`src/rtl/dly_phy_pkg.sv`:
```
package dly_phy_pkg;

    typedef enum logic [2:0] {
        ST_IDLE,
        ST_HOLD,
        ST_RELEASE,
        ST_WAIT,
        ST_APPLY,
        ST_SETTLE,
        ST_READY
    } seq_st_e;

    localparam int DEF_TAP_W  = 7;
    localparam int DEF_CNT_W  = 16;
    localparam int DEF_SETTLE = 20;

endpackage

```
`src/rtl/dly_edge_det.sv`:
```
module dly_edge_det (
    input  logic clk,
    input  logic rst_n,
    input  logic lvl,
    output logic rise
);
    logic prev_d, prev_q;

    always_comb begin
        prev_d = lvl;
        rise   = lvl & ~prev_q;
    end

    always_ff @(posedge clk or negedge rst_n) begin
        if (!rst_n) prev_q <= 1'b0;
        else        prev_q <= prev_d;
    end
endmodule

```
`src/rtl/dly_tap_conv.sv`:
```
module dly_tap_conv #(
    parameter int TAP_W = 7
) (
    input  logic             frac_en,
    input  logic             dflt_en,
    input  logic [TAP_W-1:0] master,
    input  logic [TAP_W-1:0] setting,
    output logic [TAP_W-1:0] taps
);
    localparam int PW = 2 * TAP_W;

    logic [PW-1:0]    prod;
    logic [TAP_W-1:0] scaled;
    logic [TAP_W-1:0] quarter;
    logic [TAP_W-1:0] pick;

    always_comb begin
        prod    = PW'(master) * PW'(setting);
        scaled  = TAP_W'(prod >> TAP_W);
        quarter = master >> 2;
        if (dflt_en)      pick = quarter;
        else if (frac_en) pick = scaled;
        else              pick = setting;
        if ((dflt_en || frac_en) && pick == '0) taps = TAP_W'(1);
        else                                   taps = pick;
    end
endmodule

```
`src/rtl/dly_phy_seq.sv`:
```
module dly_phy_seq
    import dly_phy_pkg::*;
#(
    parameter int TAP_W      = DEF_TAP_W,
    parameter int CNT_W      = DEF_CNT_W,
    parameter int SETTLE_CYC = DEF_SETTLE
) (
    input  logic             clk,
    input  logic             rst_n,
    input  logic             cfg_bypass,
    input  logic             cfg_tx_dflt,
    input  logic [TAP_W-1:0] cfg_init_dly,
    input  logic [TAP_W-1:0] cfg_tx_dly,
    input  logic [TAP_W-1:0] cfg_rx_dly,
    input  logic [TAP_W-1:0] ref_taps,
    input  logic [CNT_W-1:0] cfg_lock_limit,
    input  logic             resync_req,
    input  logic             dll_lock,
    output logic             dll_rst_n,
    output logic [TAP_W-1:0] dll_init_dly,
    output logic             dll_resync,
    output logic             slv_resync,
    output logic [TAP_W-1:0] tx_taps,
    output logic [TAP_W-1:0] rx_taps,
    output logic             ready,
    output logic             lock_err
);
    localparam int LANES = 2;
    localparam logic [CNT_W-1:0] SETTLE_LAST = CNT_W'(SETTLE_CYC - 1);

    typedef struct packed {
        seq_st_e          st;
        logic [CNT_W-1:0] cnt;
        logic             byp;
        logic             tx_dflt;
        logic [TAP_W-1:0] init;
        logic [TAP_W-1:0] tx_set;
        logic [TAP_W-1:0] rx_set;
        logic [TAP_W-1:0] tx_taps;
        logic [TAP_W-1:0] rx_taps;
        logic             err;
    } seq_t;

    seq_t s_d, s_q;
    logic rise;

    logic [TAP_W-1:0] lane_set  [LANES];
    logic             lane_dflt [LANES];
    logic [TAP_W-1:0] lane_taps [LANES];

    dly_edge_det u_edge (
        .clk   (clk),
        .rst_n (rst_n),
        .lvl   (resync_req),
        .rise  (rise)
    );

    always_comb begin
        lane_set[0]  = s_q.tx_set;
        lane_set[1]  = s_q.rx_set;
        lane_dflt[0] = s_q.tx_dflt;
        lane_dflt[1] = 1'b0;
    end

    for (genvar g = 0; g < LANES; g++) begin : g_lane
        dly_tap_conv #(.TAP_W(TAP_W)) u_conv (
            .frac_en (~s_q.byp),
            .dflt_en (lane_dflt[g]),
            .master  (ref_taps),
            .setting (lane_set[g]),
            .taps    (lane_taps[g])
        );
    end

    always_comb begin
        s_d = s_q;
        if (rise) begin
            s_d.st      = cfg_bypass ? ST_APPLY : ST_HOLD;
            s_d.cnt     = '0;
            s_d.byp     = cfg_bypass;
            s_d.tx_dflt = cfg_tx_dflt;
            s_d.init    = cfg_init_dly;
            s_d.tx_set  = cfg_tx_dly;
            s_d.rx_set  = cfg_rx_dly;
        end else begin
            unique case (s_q.st)
                ST_HOLD: s_d.st = ST_RELEASE;
                ST_RELEASE: begin
                    s_d.st  = ST_WAIT;
                    s_d.cnt = '0;
                end
                ST_WAIT: begin
                    if (dll_lock) begin
                        s_d.st = ST_APPLY;
                    end else if (s_q.cnt == cfg_lock_limit) begin
                        s_d.st  = ST_IDLE;
                        s_d.err = 1'b1;
                    end else begin
                        s_d.cnt = s_q.cnt + 1'b1;
                    end
                end
                ST_APPLY: begin
                    s_d.tx_taps = lane_taps[0];
                    s_d.rx_taps = lane_taps[1];
                    s_d.st      = ST_SETTLE;
                    s_d.cnt     = '0;
                end
                ST_SETTLE: begin
                    if (s_q.cnt == SETTLE_LAST) s_d.st  = ST_READY;
                    else                        s_d.cnt = s_q.cnt + 1'b1;
                end
                default: s_d.st = s_q.st;
            endcase
        end
    end

    always_ff @(posedge clk or negedge rst_n) begin
        if (!rst_n) begin
            s_q    <= '0;
            s_q.st <= ST_IDLE;
        end else begin
            s_q <= s_d;
        end
    end

    assign dll_rst_n    = (s_q.st != ST_HOLD);
    assign dll_init_dly = s_q.init;
    assign dll_resync   = (s_q.st == ST_RELEASE);
    assign slv_resync   = (s_q.st == ST_APPLY);
    assign ready        = (s_q.st == ST_READY);
    assign tx_taps      = s_q.tx_taps;
    assign rx_taps      = s_q.rx_taps;
    assign lock_err     = s_q.err;

    AST_HOLD_THEN_RESYNC: assert property (@(posedge clk) disable iff (!rst_n)
        !dll_rst_n |=> (dll_resync && dll_rst_n));
    AST_MST_PULSE: assert property (@(posedge clk) disable iff (!rst_n)
        dll_resync |=> !dll_resync);
    AST_FRAC_FLOOR: assert property (@(posedge clk) disable iff (!rst_n)
        (ready && !s_q.byp) |-> (tx_taps != '0 && rx_taps != '0));
    AST_SLV_PULSE: assert property (@(posedge clk) disable iff (!rst_n)
        slv_resync |=> !slv_resync);
    AST_READY_AFTER_SETTLE: assert property (@(posedge clk) disable iff (!rst_n)
        $rose(ready) |-> ($past(s_q.st) == ST_SETTLE));
    AST_ERR_NO_READY: assert property (@(posedge clk) disable iff (!rst_n)
        $rose(lock_err) |-> !ready);
    AST_TAPS_HOLD: assert property (@(posedge clk) disable iff (!rst_n)
        (ready && $past(ready)) |-> ($stable(tx_taps) && $stable(rx_taps)));
    AST_ERR_STICKY: assert property (@(posedge clk) disable iff (!rst_n)
        lock_err |=> lock_err);
endmodule

```
`config.mk`:
```
export PLATFORM = sky130hd
export DESIGN_NAME = dly_phy_seq
export DESIGN_NICKNAME = d
export VERILOG_FILES = /design/src/rtl/dly_phy_pkg.sv /design/src/rtl/dly_edge_det.sv /design/src/rtl/dly_tap_conv.sv /design/src/rtl/dly_phy_seq.sv
export SDC_FILE = /design/constraint.sdc
export NUM_CORES = 1
export LEC_CHECK = 0
export BUFFER_PORTS_ARGS = -buffer_cell sky130_fd_sc_hd__buf_2
export CORE_MARGIN = 3
export CORE_UTILIZATION = 50
export CTS_CLUSTER_DIAMETER = 120
export DETAILED_ROUTE_END_ITERATION = 10
export PLACE_DENSITY = 0.79
export SYNTH_ARGS = -nofsm -noshare
export SYNTH_HDL_FRONTEND = slang
export SYNTH_SLANG_ARGS = --single-unit
```
`constraint.sdc`:
```
create_clock -name clk -period 14.6 [get_ports clk]
set_clock_uncertainty 0.15 [all_clocks]
set_input_delay 0.73 -clock clk [delete_from_list [all_inputs] [get_ports clk]]
set_output_delay 0.73 -clock clk [all_outputs]
set_load 0.005 [all_outputs]
```
==> PnR_summary.wiki, run 1 <==
{| class="wikitable"
! Metric !! Value
|-
| Number of DRC violations after detailed routing || 0
|-
| Share of total power in the clock network || 23.1%
|-
| Vias in the first global route || 5,322
|-
| Detailed-placement wirelength estimate || 10.9 mm
|-
| Leading cell types in the layout, fill and taps excluded || sky130_fd_sc_hd__nand2_1 (115), sky130_fd_sc_hd__and2_1 (76), sky130_fd_sc_hd__buf_2 (75)
|-
| Via-to-Cell Ratio || 5.66
|-
| Fraction of layout instances using a drive strength above 1 || 17.0%
|-
| Starting density of the core || 52.1%
|-
| Max Transition Viols Final || 0
|-
| Post-synth cell types || 69
|-
| Drt first-iter violations || 287
|-
| Total I/O pin count || 76
|-
| Worst-skew pair later-pin latency || 0.33 ns
|-
| Number of hold-repair buffers added at the cts stage || 0
|-
| Path type of the worst setup path || in -> reg
|-
| Cell area after synthesis || 6360 um2
|-
| Max Fclk || 196 MHz
|-
| Most common cell after layout, fill and taps aside || sky130_fd_sc_hd__nand2_1
|-
| Root buffer selected by CTS || sky130_fd_sc_hd__clkbuf_16
|-
| Number of synthesis warnings || 0
|-
| Predominant post-synthesis flop cell || sky130_fd_sc_hd__dfrtp_1
|-
| Final sum of negative setup slack || 0 ns
|-
| Net count after synthesis || 875
|-
| Number of buffers inserted by port buffering || 75
|-
| Pre-antenna DRT Iters || 7
|-
| Relative max-transition margin || 31.9%
|-
| Net switching component of the power || 0.000404 W
|-
| Worst-case clock buffer depth || 2
|-
| Leakage component of the power || 3.50 nW
|-
| Required time at the worst-slack endpoint || 14.70 ns
|-
| Clock tree from TritonCTS || done
|-
| Storage element area || 1450 um2
|-
| Critical path peak fanout || 15
|-
| Antenna Violating Nets Remaining || 0
|-
| Total inserted antenna cells || 0
|-
| First-pass GRT wire length || 25.4 mm
|-
| Post-Synthesis Mean Instance Area || 8.87 um2
|-
| Antenna violations before repair || 0
|-
| Actual slew at the worst max-slew pin || 1.02 ns
|-
| Worst-case setup slack after placement || 9.18 ns
|-
| EDFF count, synth || 0
|-
| Data arrival time of the critical path || 5.19 ns
|-
| Setup crit start kind || input pin
|-
| Sort of element at the end of the critical path || flop
|-
| # nets final || 914
|-
| Fin crit period || 5.09 ns
|-
| Core footprint || 12,200 um2
|-
| Final number of hold-violating endpoints || 0
|-
| Power per Cell Area || 139 nW/um2
|-
| Crit path setup slack, layout || 9.51 ns
|-
| Combinational group share of total power || 52.6%
|-
| Share of flip-flops with an asynchronous set or reset after synthesis || 100%
|-
| Area used by multi-input combinational logic || 4420 um2
|-
| Global route overflow || 0
|-
| Hold/Removal Path Class || reg -> reg
|-
| Mean routed wirelength per cell || 15.7 um
|-
| Post-CTS sizing || 0
|-
| Status || completed
|-
| Clock edge transition at the registers on the reported setup and hold paths || 0.05 ns
|-
| Setup repair after global routing missed its margin || no
|-
| Switch share || 41.4%
|-
| Utilization of the core after routing || 57.3%
|-
| Overall power of the completed layout || 0.000976 W
|-
| Clock net sink count || 58
|-
| Die extent in x || 119 um
|-
| DR vias || 5,248
|-
| Number of buffers created by CTS || 9
|-
| Relative area change from synthesis to final layout || 10.0%
|-
| Clock H-tree levels || 3
|-
| Setup violations, final || 0
|-
| Internal power summed over all cells || 0.000571 W
|-
| Site Rows || 40
|-
| Die outline height || 119 um
|-
| Final estimated routing congestion in global placement || 0.857
|-
| Flop and latch count out of synthesis || 58
|-
| Number of fill cells || 1,115
|-
| Sequential power share || 24.3%
|-
| Minimum hold slack || 0.321 ns
|-
| Buffer count from post-CTS setup fixing || 0
|-
| Share of the clock period used by the worst path || 34.9%
|-
| Total wire length after detailed routing || 14.5 mm
|-
| Count of maximum capacitance violations || 0
|-
| Die Outline Area || 14,100 um2
|-
| Synthesized instance count || 717
|-
| Global router's overall resource usage || 21.8%
|-
| Sequential share of the synthesized area || 22.8%
|-
| Pin count of the biggest net entering global routing || 59
|-
| VDD IR max || 78.8 uV
|}
[path summary, 6_finish.rpt]
check	start	to	slack, ns	cells past startpoint
min in group asynchronous	rst_n	rx_taps[0]	0.38	2
worst min-delay path	lock_err	lock_err	0.32	1
max in group asynchronous	rst_n	tx_taps[5]	13.39	2
worst max-delay path	ref_taps[3]	rx_taps[0]	9.51	16
worst min register to register	lock_err	lock_err	0.32	1
worst max register to register	lane_set[3]	rx_taps[0]	9.58	15
[sequential cells by signal (all words and copies together) (netlist names)]
register / flops
u_edge.prev_q: 1
rx_taps: 7
s_q: 20
lock_err: 1
tx_taps: 7
lane_set: 14
dll_init_dly: 7
lane_dflt: 1
[area by class of cell]
cell class / count / share of cell area (%)
multi-input cells: 558 / 63.2
inverters: 50 / 2.68
flip-flops and latches: 58 / 20.7
well taps: 168 / 3.00
repair buffers: 79 / 5.79
clock buffers: 14 / 4.20
clock inverters: 1 / 0.429
[cell families after synthesis]
group | share of synthesized area (%)
muxes | 2.16
buffers and inverters | 7.73
DFF | 22.8
adders and majority gates | 26.7
xor gates and xnor gates | 3.38
AOI/OAI and AO/OA | 12.3
and+or+nand+nor | 25.0
[per-stage QoR]
step | cell area (um2) | cells
6_report | 7000 | 928
5_1_grt | 7000 | 928
4_1_cts | 7000 | 928
3_5_place_dp | 6680 | 913
3_3_place_gp | 6680 | 913
2_1_floorplan | 6360 | 717
[metal layers]
layer | track usage [%] | routed length [um]
met2 | 36.4 | 7080
met3 | 3.83 | 769
met1 | 29.3 | 6460
met4 | 5.43 | 216
met5 | 0 | 0
[worst max-delay path, cell delays in order]
cell,delay (ns)
sky130_fd_sc_hd__buf_2,0.19
sky130_fd_sc_hd__and2_1,0.19
sky130_fd_sc_hd__fa_1,0.53
sky130_fd_sc_hd__inv_1,0.05
sky130_fd_sc_hd__fa_1,0.47
sky130_fd_sc_hd__inv_1,0.05
sky130_fd_sc_hd__fa_1,0.50
sky130_fd_sc_hd__fa_1,0.49
sky130_fd_sc_hd__ha_1,0.35
sky130_fd_sc_hd__or2_2,0.30
sky130_fd_sc_hd__a21oi_1,0.20
sky130_fd_sc_hd__a211oi_1,0.12
sky130_fd_sc_hd__or4b_1,0.49
sky130_fd_sc_hd__a32oi_1,0.24
sky130_fd_sc_hd__o2111ai_1,0.15
sky130_fd_sc_hd__o21bai_1,0.15
[power groups by stage]
stage                     logic (W)  registers [W]  clock network, W
after floorplan            0.000428       0.000216                 0
after global placement     0.000496       0.000238                 0
after detailed placement   0.000508       0.000238                 0
after CTS                  0.000513       0.000236          0.000229
after global routing       0.000588       0.000243          0.000237
final                      0.000513       0.000237          0.000225
[cells in the mapped netlist, drive strengths merged, types with 2 or more instances]
master   count  area, um2
a2111oi      2       17.5
a211o        4       35.0
a211oi       5       37.5
a21o         5       37.5
a21oi       17       85.1
a221oi       2       17.5
a311oi       3       43.8
a31oi        5       31.3
and2        76        475
and3        11       71.3
and4         2       17.5
buf         29        220
clkbuf      22       83.8
dfrtp       58       1450
fa          46        921
ha          62        776
inv         50        188
mux2         6       67.6
mux2i        7       70.1
nand2      115        432
nand2b       8       52.6
nand3       14       70.1
nand4        9       56.3
nor2        14       52.6
nor2b        4       25.0
nor3        18        100
nor3b        2       15.0
nor4         5       43.8
nor4b        2       17.5
o2111ai      3       26.3
o211a        2       20.0
o211ai       4       30.0
o21a         3       22.5
o21ai       36        184
o21bai       2       15.0
o311ai       2       17.5
o31ai        9       67.6
or2          5       31.3
or3          7       47.5
or4          6       51.3
or4b         2       20.0
xnor2       19        189
xor2         3       26.3
(Power assumes the default switching activity.)
==> run 2: changes to the inputs <==
- ABC_AREA: default -> 1
- clock period: 14.6 -> 4.8 ns (I/O delays scaled with it)
==> run 2 against run 1 <==
Global-route usage up 1.7 points. Synthesized cell count up 31%. Non-clock buffer count up 35. Sequential cell count unchanged. Power rose to 3.2 times the previous value. Register-to-register slack worse by 9.2 ns. Combinational power rose to 3.4 times the previous value. First-iteration DRC count up 25%. Synthesized area up 4.1%. Routed wire length up 12%. Final cell count up 28%.
==> PnR_summary.wiki, run 2 <==
{| class="wikitable"
! Metric !! Value
|-
| Sequential share of the synthesized area || 21.9% (-0.90 points)
|-
| Number of DRC violations after detailed routing || 0 (unchanged)
|-
| Leading cell types in the layout, fill and taps excluded || sky130_fd_sc_hd__nand2_1 (284), sky130_fd_sc_hd__inv_1 (181), sky130_fd_sc_hd__buf_2 (75)
|-
| Clock tree from TritonCTS || done
|-
| Mean routed wirelength per cell || 13.8 um (-12%)
|-
| Antenna Violating Nets Remaining || 0 (unchanged)
|-
| Most common cell after layout, fill and taps aside || sky130_fd_sc_hd__nand2_1
|-
| Pre-antenna DRT Iters || 5 (-2)
|-
| Die Outline Area || 14,700 um2 (+3.9%)
|-
| Synthesized instance count || 939 (+31%)
|-
| Fin crit period || 4.43 ns
|-
| Relative area change from synthesis to final layout || 14.5%
|-
| Via-to-Cell Ratio || 5.05 (-11%)
|-
| Vias in the first global route || 5,916 (+11%)
|-
| Cell types with the largest area share after synthesis || sky130_fd_sc_hd__dfrtp_1 (22%), sky130_fd_sc_hd__nand2_1 (16%), sky130_fd_sc_hd__fa_1 (14%)
|-
| Maximum single-stage delay on the critical path || 0.53 ns (about the same)
|-
| Starting density of the core || 51.8% (-0.25 points)
|-
| Sort of element at the end of the critical path || flop
|-
| Die extent in x || 121 um (+1.9%)
|-
| Final sum of negative setup slack || 0 ns (unchanged)
|-
| Post-Synthesis Mean Instance Area || 7.05 um2 (-21%)
|-
| Number of buffers created by CTS || 9 (unchanged)
|-
| Total inserted antenna cells || 0 (unchanged)
|-
| Most frequent cell on the critical path || sky130_fd_sc_hd__nand2_1
|-
| Setup repair after global routing missed its margin || no
|-
| Cell area after synthesis || 6620 um2 (+4.1%)
|-
| Number of buffers inserted by port buffering || 75 (unchanged)
|-
| Drt first-iter violations || 358 (+25%)
|-
| Utilization of the core after routing || 59.4% (+2.0 points)
|-
| Post-synth cell types || 46 (-33%)
|-
| Cell with the largest stage delay on the worst path || sky130_fd_sc_hd__fa_1
|-
| Flip-flop count of the largest register, all copies and words added || 20 (unchanged)
|-
| Global router's overall resource usage || 23.5% (+1.7 points)
|-
| First-pass GRT wire length || 27.8 mm (+9.5%)
|-
| Worst-case clock buffer depth || 2 (unchanged)
|-
| Power per Cell Area || 413 nW/um2 (+200%)
|-
| Post-synth top area cell || sky130_fd_sc_hd__dfrtp_1
|-
| Worst-skew pair later-pin latency || 0.34 ns (about the same)
|-
| Hold/Removal Path Class || in -> reg
|-
| Most frequent cell after synthesis || sky130_fd_sc_hd__nand2_1
|-
| Relative max-transition margin || 48.4% (+16 points)
|-
| Clock edge transition at the registers on the reported setup and hold paths || 0.05 ns (about the same)
|-
| Max Fclk || 226 MHz
|-
| Predominant post-synthesis flop cell || sky130_fd_sc_hd__dfrtp_1
|-
| Final estimated routing congestion in global placement || 0.922 (+7.6%)
|-
| Share of the clock period used by the worst path || 92.3%
|-
| Path type of the worst setup path || reg -> reg
|-
| Detailed-placement wirelength estimate || 12.3 mm (+13%)
|-
| Core footprint || 12,800 um2 (+4.6%)
|-
| Status || completed
|-
| Max Transition Viols Final || 0 (unchanged)
|-
| Total wire length after detailed routing || 16.3 mm (+12%)
|-
| Antenna violations before repair || 0 (unchanged)
|-
| Pin count of the biggest net entering global routing || 59 (unchanged)
|-
| Clock H-tree levels || 3 (unchanged)
|-
| Number of synthesis warnings || 0 (unchanged)
|-
| Final number of hold-violating endpoints || 0 (unchanged)
|-
| Ranking of synthesized cells by instance count || sky130_fd_sc_hd__nand2_1 (284), sky130_fd_sc_hd__inv_1 (181), sky130_fd_sc_hd__ha_1 (62), sky130_fd_sc_hd__dfrtp_1 (58), sky130_fd_sc_hd__nor2_1 (56)
|-
| EDFF count, synth || 0 (unchanged)
|-
| Number of fill cells || 1,150 (+3.1%)
|-
| Most flop-heavy register || s_q
|-
| Setup crit start kind || flop
|-
| Global route overflow || 0 (unchanged)
|-
| Root buffer selected by CTS || sky130_fd_sc_hd__clkbuf_16
|-
| Data arrival time of the critical path || 4.54 ns (-0.65 ns)
|-
| Setup violations, final || 0 (unchanged)
|-
| DR vias || 5,995 (+14%)
|-
| Share of flip-flops with an asynchronous set or reset after synthesis || 100% (unchanged)
|-
| Leakage component of the power || 4.53 nW (+29%)
|-
| Share of the synthesized area in the top cell type || 21.9% (-0.90 points)
|-
| Fraction of layout instances using a drive strength above 1 || 13.8% (-3.2 points)
|-
| Net count after synthesis || 1,097 (+25%)
|-
| # nets final || 1,167 (+28%)
|-
| Critical path peak fanout || 6 (-9)
|-
| Worst path cell trace || nand2_1 -> inv_1 -> fa_1 -> inv_1 -> fa_1 -> inv_1 -> fa_1 -> fa_1 -> ha_1 -> nand2_1 -> inv_1 -> a21oi_2 -> nand2_1 -> nand2_1 -> nand2_1 -> nand2_1 -> nand3_1 -> a21boi_2 -> nand2_1 -> nor2_1 -> nand2_1 -> a21oi_1
|-
| Count of maximum capacitance violations || 0 (unchanged)
|-
| Clock net sink count || 58 (unchanged)
|-
| VDD IR max || 354 uV (+350%)
|-
| Total I/O pin count || 76 (unchanged)
|-
| Actual slew at the worst max-slew pin || 0.775 ns (-0.247 ns)
|-
| Required time at the worst-slack endpoint || 4.91 ns (-9.79 ns)
|-
| Die outline height || 121 um (+1.9%)
|-
| Site Rows || 41 (+2.5%)
|-
| Flop and latch count out of synthesis || 58 (unchanged)
|}
[run 2: routing by layer]
metal  track usage [%]  vias to the layer above  part of all wire, %
met2              37.5                      208                   46
met3              4.76                       20                  6.6
met4              6.23                        0                  1.4
met5                 0                        -                    0
li1                  -                     2980                    -
met1              32.7                     2787                   45
[run 2: through the flow]
stage          power [W]  instances  setup WS [ns]  hold WS (ns)  cell area, um2
2_1_floorplan    0.00205        939          0.522        -0.206            6620
4_1_cts          0.00312       1182          0.248       0.00966            7540
5_1_grt          0.00343       1186        0.00957        0.0229            7580
3_5_place_dp     0.00239       1144          0.270         0.214            7000
6_report         0.00313       1186          0.371        0.0226            7580
3_3_place_gp     0.00235       1144          0.392         0.212            7000
[run 2: final timing paths]
| kind | end | slack, ns | from | cells after the start |
|---|---|---|---|---|
| min in group asynchronous | lane_set[4] | 0.45 | rst_n | 3 |
| setup reg to reg | tx_taps[0] | 0.37 | lane_set[10] | 22 |
| setup / recovery | tx_taps[0] | 0.37 | lane_set[10] | 22 |
| max in group asynchronous | lane_set[9] | 3.47 | rst_n | 3 |
| hold / removal | lane_set[1] | 0.02 | cfg_rx_dly[1] | 3 |
| hold reg to reg | dll_init_dly[2] | 0.32 | dll_init_dly[2] | 2 |
[run 2: cells by family (layout without fill, tap and decap cells)]
kind of cell             after synthesis  after routing  share of synthesized area [%]
AO/OA/AOI/OAI                         84             84                           7.44
adder cells (fa/ha/maj)              108            108                           25.6
AND/OR/NAND/NOR                      427            427                           27.0
XOR/XNOR                              20             20                           2.65
flip-flops                            58             58                           21.9
buffers and inverters                242            317                           15.3
[run 2: timing repair]
item,in CTS,in global routing
buffers inserted,0,4
gates resized for setup,0,5
endpoints found under the setup margin,0,2
hold buffers,22,0
hold endpoints to repair,79,0
[run 2: final cells by class]
class                   count  area [um2]  area share [%]
multi-input cells         639        4170            54.9
flip-flops and latches     58        1460            19.2
clock buffers               9         225            2.97
repair buffers            114         723            9.54
inverters                 187         704            9.29
clock inverters             7        93.8            1.24
well taps                 172         215            2.84
[run 2: worst max-delay path: cells and delay by family, from the launching register on]
family                     cells  cell delay (ns)
and+or+nand+nor               10             0.76
AOI/OAI and AO/OA              3             0.43
DFF                            1             0.44
buffers and inverters          4             0.23
adders and majority gates      5             2.34
[run 2: report_power, final]
part	internal [W]	leakage, nW	switching [W]	total (W)
combinational	0.000671	3.64	0.00108	0.00175
clock	0.000453	0.151	0.000244	0.000696
sequential	0.000592	0.738	0.0000990	0.000691
==> run 3: changes to the inputs <==
- REMOVE_ABC_BUFFERS: default -> 1
==> run 3 against run 2 <==
Power is 0.92% higher. Utilization is 0.29 points lower. Cell area is 0.49% lower. First-iteration DRC count is 24% higher. Critical endpoint unchanged.
==> PnR_summary.wiki, run 3 (same netlist as run 2, synthesis figures left out) <==
{| class="wikitable"
! Metric !! Value
|-
| Status || completed
|-
| R2r worst-path depth || 22 (unchanged)
|-
| Total I/O pin count || 76 (unchanged)
|-
| Starting density of the core || 51.8% (unchanged)
|-
| Antenna Violating Nets Remaining || 0 (unchanged)
|-
| Final number of hold-violating endpoints || 0 (unchanged)
|-
| Hold/Removal Path Class || in -> reg
|-
| Fin crit period || 4.56 ns (+0.128 ns)
|-
| Fraction of met2 tracks used by global routing || 36.6% (-0.87 points)
|-
| Worst-case clock buffer depth || 2 (unchanged)
|-
| Total inserted antenna cells || 0 (unchanged)
|-
| Worst flop-to-flop path startpoint || lane_set[10]
|-
| Internal power summed over all cells || 0.00178 W (+3.8%)
|-
| Global router's overall resource usage || 22.7% (-0.76 points)
|-
| Most common cell after layout, fill and taps aside || sky130_fd_sc_hd__nand2_1
|-
| Buffer count from post-CTS setup fixing || 0 (unchanged)
|-
| Required time at the worst-slack endpoint || 4.91 ns (about the same)
|-
| Relative area change from synthesis to final layout || 13.9%
|-
| Number of buffers inserted by port buffering || 75 (unchanged)
|-
| Die extent in x || 121 um (unchanged)
|-
| Pin count of the biggest net entering global routing || 59 (unchanged)
|-
| Flip-flop count of the largest register, all copies and words added || 20 (unchanged)
|-
| VDD IR max || 251 uV (-29%)
|-
| Drt first-iter violations || 443 (+24%)
|-
| Max Transition Viols Final || 0 (unchanged)
|-
| Mean routed wirelength per cell || 13.3 um (-3.0%)
|-
| Die outline height || 121 um (unchanged)
|-
| Count of placed standard cells including taps || 1,140 (-0.35%)
|-
| Total wire length after detailed routing || 15.7 mm (-3.7%)
|-
| Worst hold path endpoint || lane_dflt[1]
|-
| Leakage component of the power || 4.52 nW (-0.30%)
|-
| Share of the clock period used by the worst path || 94.9% (+2.7 points)
|-
| Clock H-tree levels || 3 (unchanged)
|-
| Number of fill cells || 1,148 (-0.17%)
|-
| Leading cell types in the layout, fill and taps excluded || sky130_fd_sc_hd__nand2_1 (284), sky130_fd_sc_hd__inv_1 (181), sky130_fd_sc_hd__buf_2 (75)
|-
| Setup crit start kind || flop
|-
| Fraction of layout instances using a drive strength above 1 || 12.6% (-1.2 points)
|-
| Final estimated routing congestion in global placement || 0.885 (-4.0%)
|-
| RR Endpoint || tx_taps[0]
|-
| DR vias || 5,899 (-1.6%)
|-
| Number of buffers created by CTS || 9 (unchanged)
|-
| Post-CTS sizing || 0 (unchanged)
|-
| Core footprint || 12,800 um2 (unchanged)
|-
| Detailed-placement wirelength estimate || 11.7 mm (-5.2%)
|-
| Actual slew at the worst max-slew pin || 0.782 ns (+0.00790 ns)
|-
| Clock edge transition at the registers on the reported setup and hold paths || 0.05 ns (about the same)
|-
| Power per Cell Area || 419 nW/um2 (+1.4%)
|-
| Net switching component of the power || 0.00138 W (-2.6%)
|-
| Antenna violations before repair || 0 (unchanged)
|-
| Worst path cell trace || nand2_1 -> inv_1 -> fa_1 -> inv_1 -> fa_1 -> inv_1 -> fa_1 -> fa_1 -> ha_1 -> nand2_1 -> inv_1 -> a21oi_1 -> nand2_1 -> nand2_1 -> nand2_1 -> nand2_1 -> nand3_1 -> a21boi_1 -> nand2_1 -> nor2_1 -> nand2_1 -> a21oi_1
|-
| Met1 Usage GRT || 32.6% (-0.060 points)
|-
| Clock tree from TritonCTS || done
|-
| Maximum single-stage delay on the critical path || 0.54 ns (about the same)
|-
| Setup violations, final || 0 (unchanged)
|-
| Die Outline Area || 14,700 um2 (unchanged)
|-
| Worst-skew pair later-pin latency || 0.33 ns (about the same)
|-
| Vias in the first global route || 5,742 (-2.9%)
|-
| Switch share || 43.7% (-1.6 points)
|-
| Combinational group share of total power || 54.0% (-1.7 points)
|-
| Path type of the worst setup path || reg -> reg
|-
| Pre-antenna DRT Iters || 5 (unchanged)
|-
| Setup repair after global routing missed its margin || no
|-
| Relative max-transition margin || 47.8% (-0.58 points)
|-
| Data arrival time of the critical path || 4.66 ns (+0.12 ns)
|-
| Final sum of negative setup slack || 0 ns (unchanged)
|-
| Sort of element at the end of the critical path || flop
|-
| Cell with the largest stage delay on the worst path || sky130_fd_sc_hd__fa_1
|-
| Via-to-Cell Ratio || 5.01 (-0.93%)
|-
| Reg2reg setup slack || 0.24 ns (-0.13 ns)
|-
| Most frequent cell on the critical path || sky130_fd_sc_hd__nand2_1
|-
| Clock net sink count || 58 (unchanged)
|-
| Sequential power share || 22.0% (about the same)
|-
| Hold wc startpoint || cfg_tx_dflt
|-
| Count of maximum capacitance violations || 0 (unchanged)
|-
| Max Fclk || 219 MHz (-2.8%)
|-
| Met3 GRT Util || 2.66% (-2.1 points)
|-
| Number of hold-repair buffers added at the cts stage || 22 (unchanged)
|-
| Root buffer selected by CTS || sky130_fd_sc_hd__clkbuf_16
|-
| Most flop-heavy register || s_q
|-
| Non-filler instance count after layout || 1,178 (-0.67%)
|-
| Most used routing layer in global routing || met2
|-
| Critical path peak fanout || 9 (+3)
|-
| # nets final || 1,159 (-0.69%)
|-
| Global route overflow || 0 (unchanged)
|-
| Share of total power in the clock network || 24.0% (+1.8 points)
|-
| Site Rows || 41 (unchanged)
|-
| Number of DRC violations after detailed routing || 0 (unchanged)
|-
| First-pass GRT wire length || 27.2 mm (-2.2%)
|-
| Hold-critical path depth || 3 (unchanged)
|}
-- run 3: cell types whose count changed in the layout (fill, tap and decap cells not counted) --
cell,delta
sky130_fd_sc_hd__dfrtp_2,-3
sky130_fd_sc_hd__a21oi_2,-1
sky130_fd_sc_hd__clkinv_4,-1
sky130_fd_sc_hd__dfrtp_1,+3
sky130_fd_sc_hd__clkbuf_8,+2
sky130_fd_sc_hd__bufinv_16,+1
sky130_fd_sc_hd__a21boi_1,+1
sky130_fd_sc_hd__buf_4,-8
sky130_fd_sc_hd__a21oi_1,+1
sky130_fd_sc_hd__clkinvlp_4,-2
sky130_fd_sc_hd__a21boi_2,-1
-- run 3: worst max-delay path by stage --
stage	start	endpoint	slack, ns	depth (start not counted)
floorplan	lane_set[10]	tx_taps[0]	0.60	22
global placement	ref_taps[0]	tx_taps[0]	0.35	21
detailed placement	lane_set[10]	tx_taps[0]	0.28	22
CTS	lane_set[10]	tx_taps[0]	0.28	22
global route	lane_set[13]	tx_taps[0]	0.006	20
finish	lane_set[10]	tx_taps[0]	0.24	22
-- run 3: worst max-delay path: cells and delay by family (launching register included) --
family / cells / cell delay [ns]
compound gates: 3 / 0.47
fa+ha+maj: 5 / 2.36
simple gates: 10 / 0.81
buf+inv: 4 / 0.22
flops: 1 / 0.49
-- run 3: per-layer routing --
metal  vias to the layer above  part of all wire [%]  routed length, um
li1                       2973                     -                  -
met1                      2717                    46               7200
met2                       191                    47               7360
met3                        18                   5.8                913
met4                         0                   1.5                241
met5                         -                     0                  0
-- run 3: power groups by stage --
stage                     clock network [W]  logic, W  registers [W]
after floorplan                           0   0.00123       0.000686
after global placement                    0   0.00165       0.000696
after detailed placement                  0   0.00168       0.000696
after CTS                          0.000774   0.00170       0.000693
after global routing               0.000797   0.00196       0.000708
final                              0.000760   0.00171       0.000695
-- run 3: final cells by class --
cell class,count,area [um2],area share (%)
Sequential cell,58,1450,19.2
Multi-Input combinational cell,639,4160,55.1
Clock buffer,11,253,3.35
Clock inverter,5,100,1.33
Timing Repair Buffer,106,663,8.79
Inverter,187,704,9.34
Tap cell,172,215,2.85
-- run 3: stage by stage --
step / instance area (um2) / setup slack, ns / hold slack (ns) / util [%] / total power (W)
6_report: 7540 / 0.243 / 0.0329 / 59.1 / 0.00316
5_1_grt: 7540 / 0.00574 / 0.0293 / 59.1 / 0.00346
4_1_cts: 7540 / 0.277 / 0.0137 / 59.1 / 0.00317
3_5_place_dp: 6970 / 0.276 / 0.217 / 54.6 / 0.00237
3_3_place_gp: 6970 / 0.354 / 0.212 / 54.6 / 0.00234
2_1_floorplan: 6310 / 0.597 / -0.206 / - / 0.00192
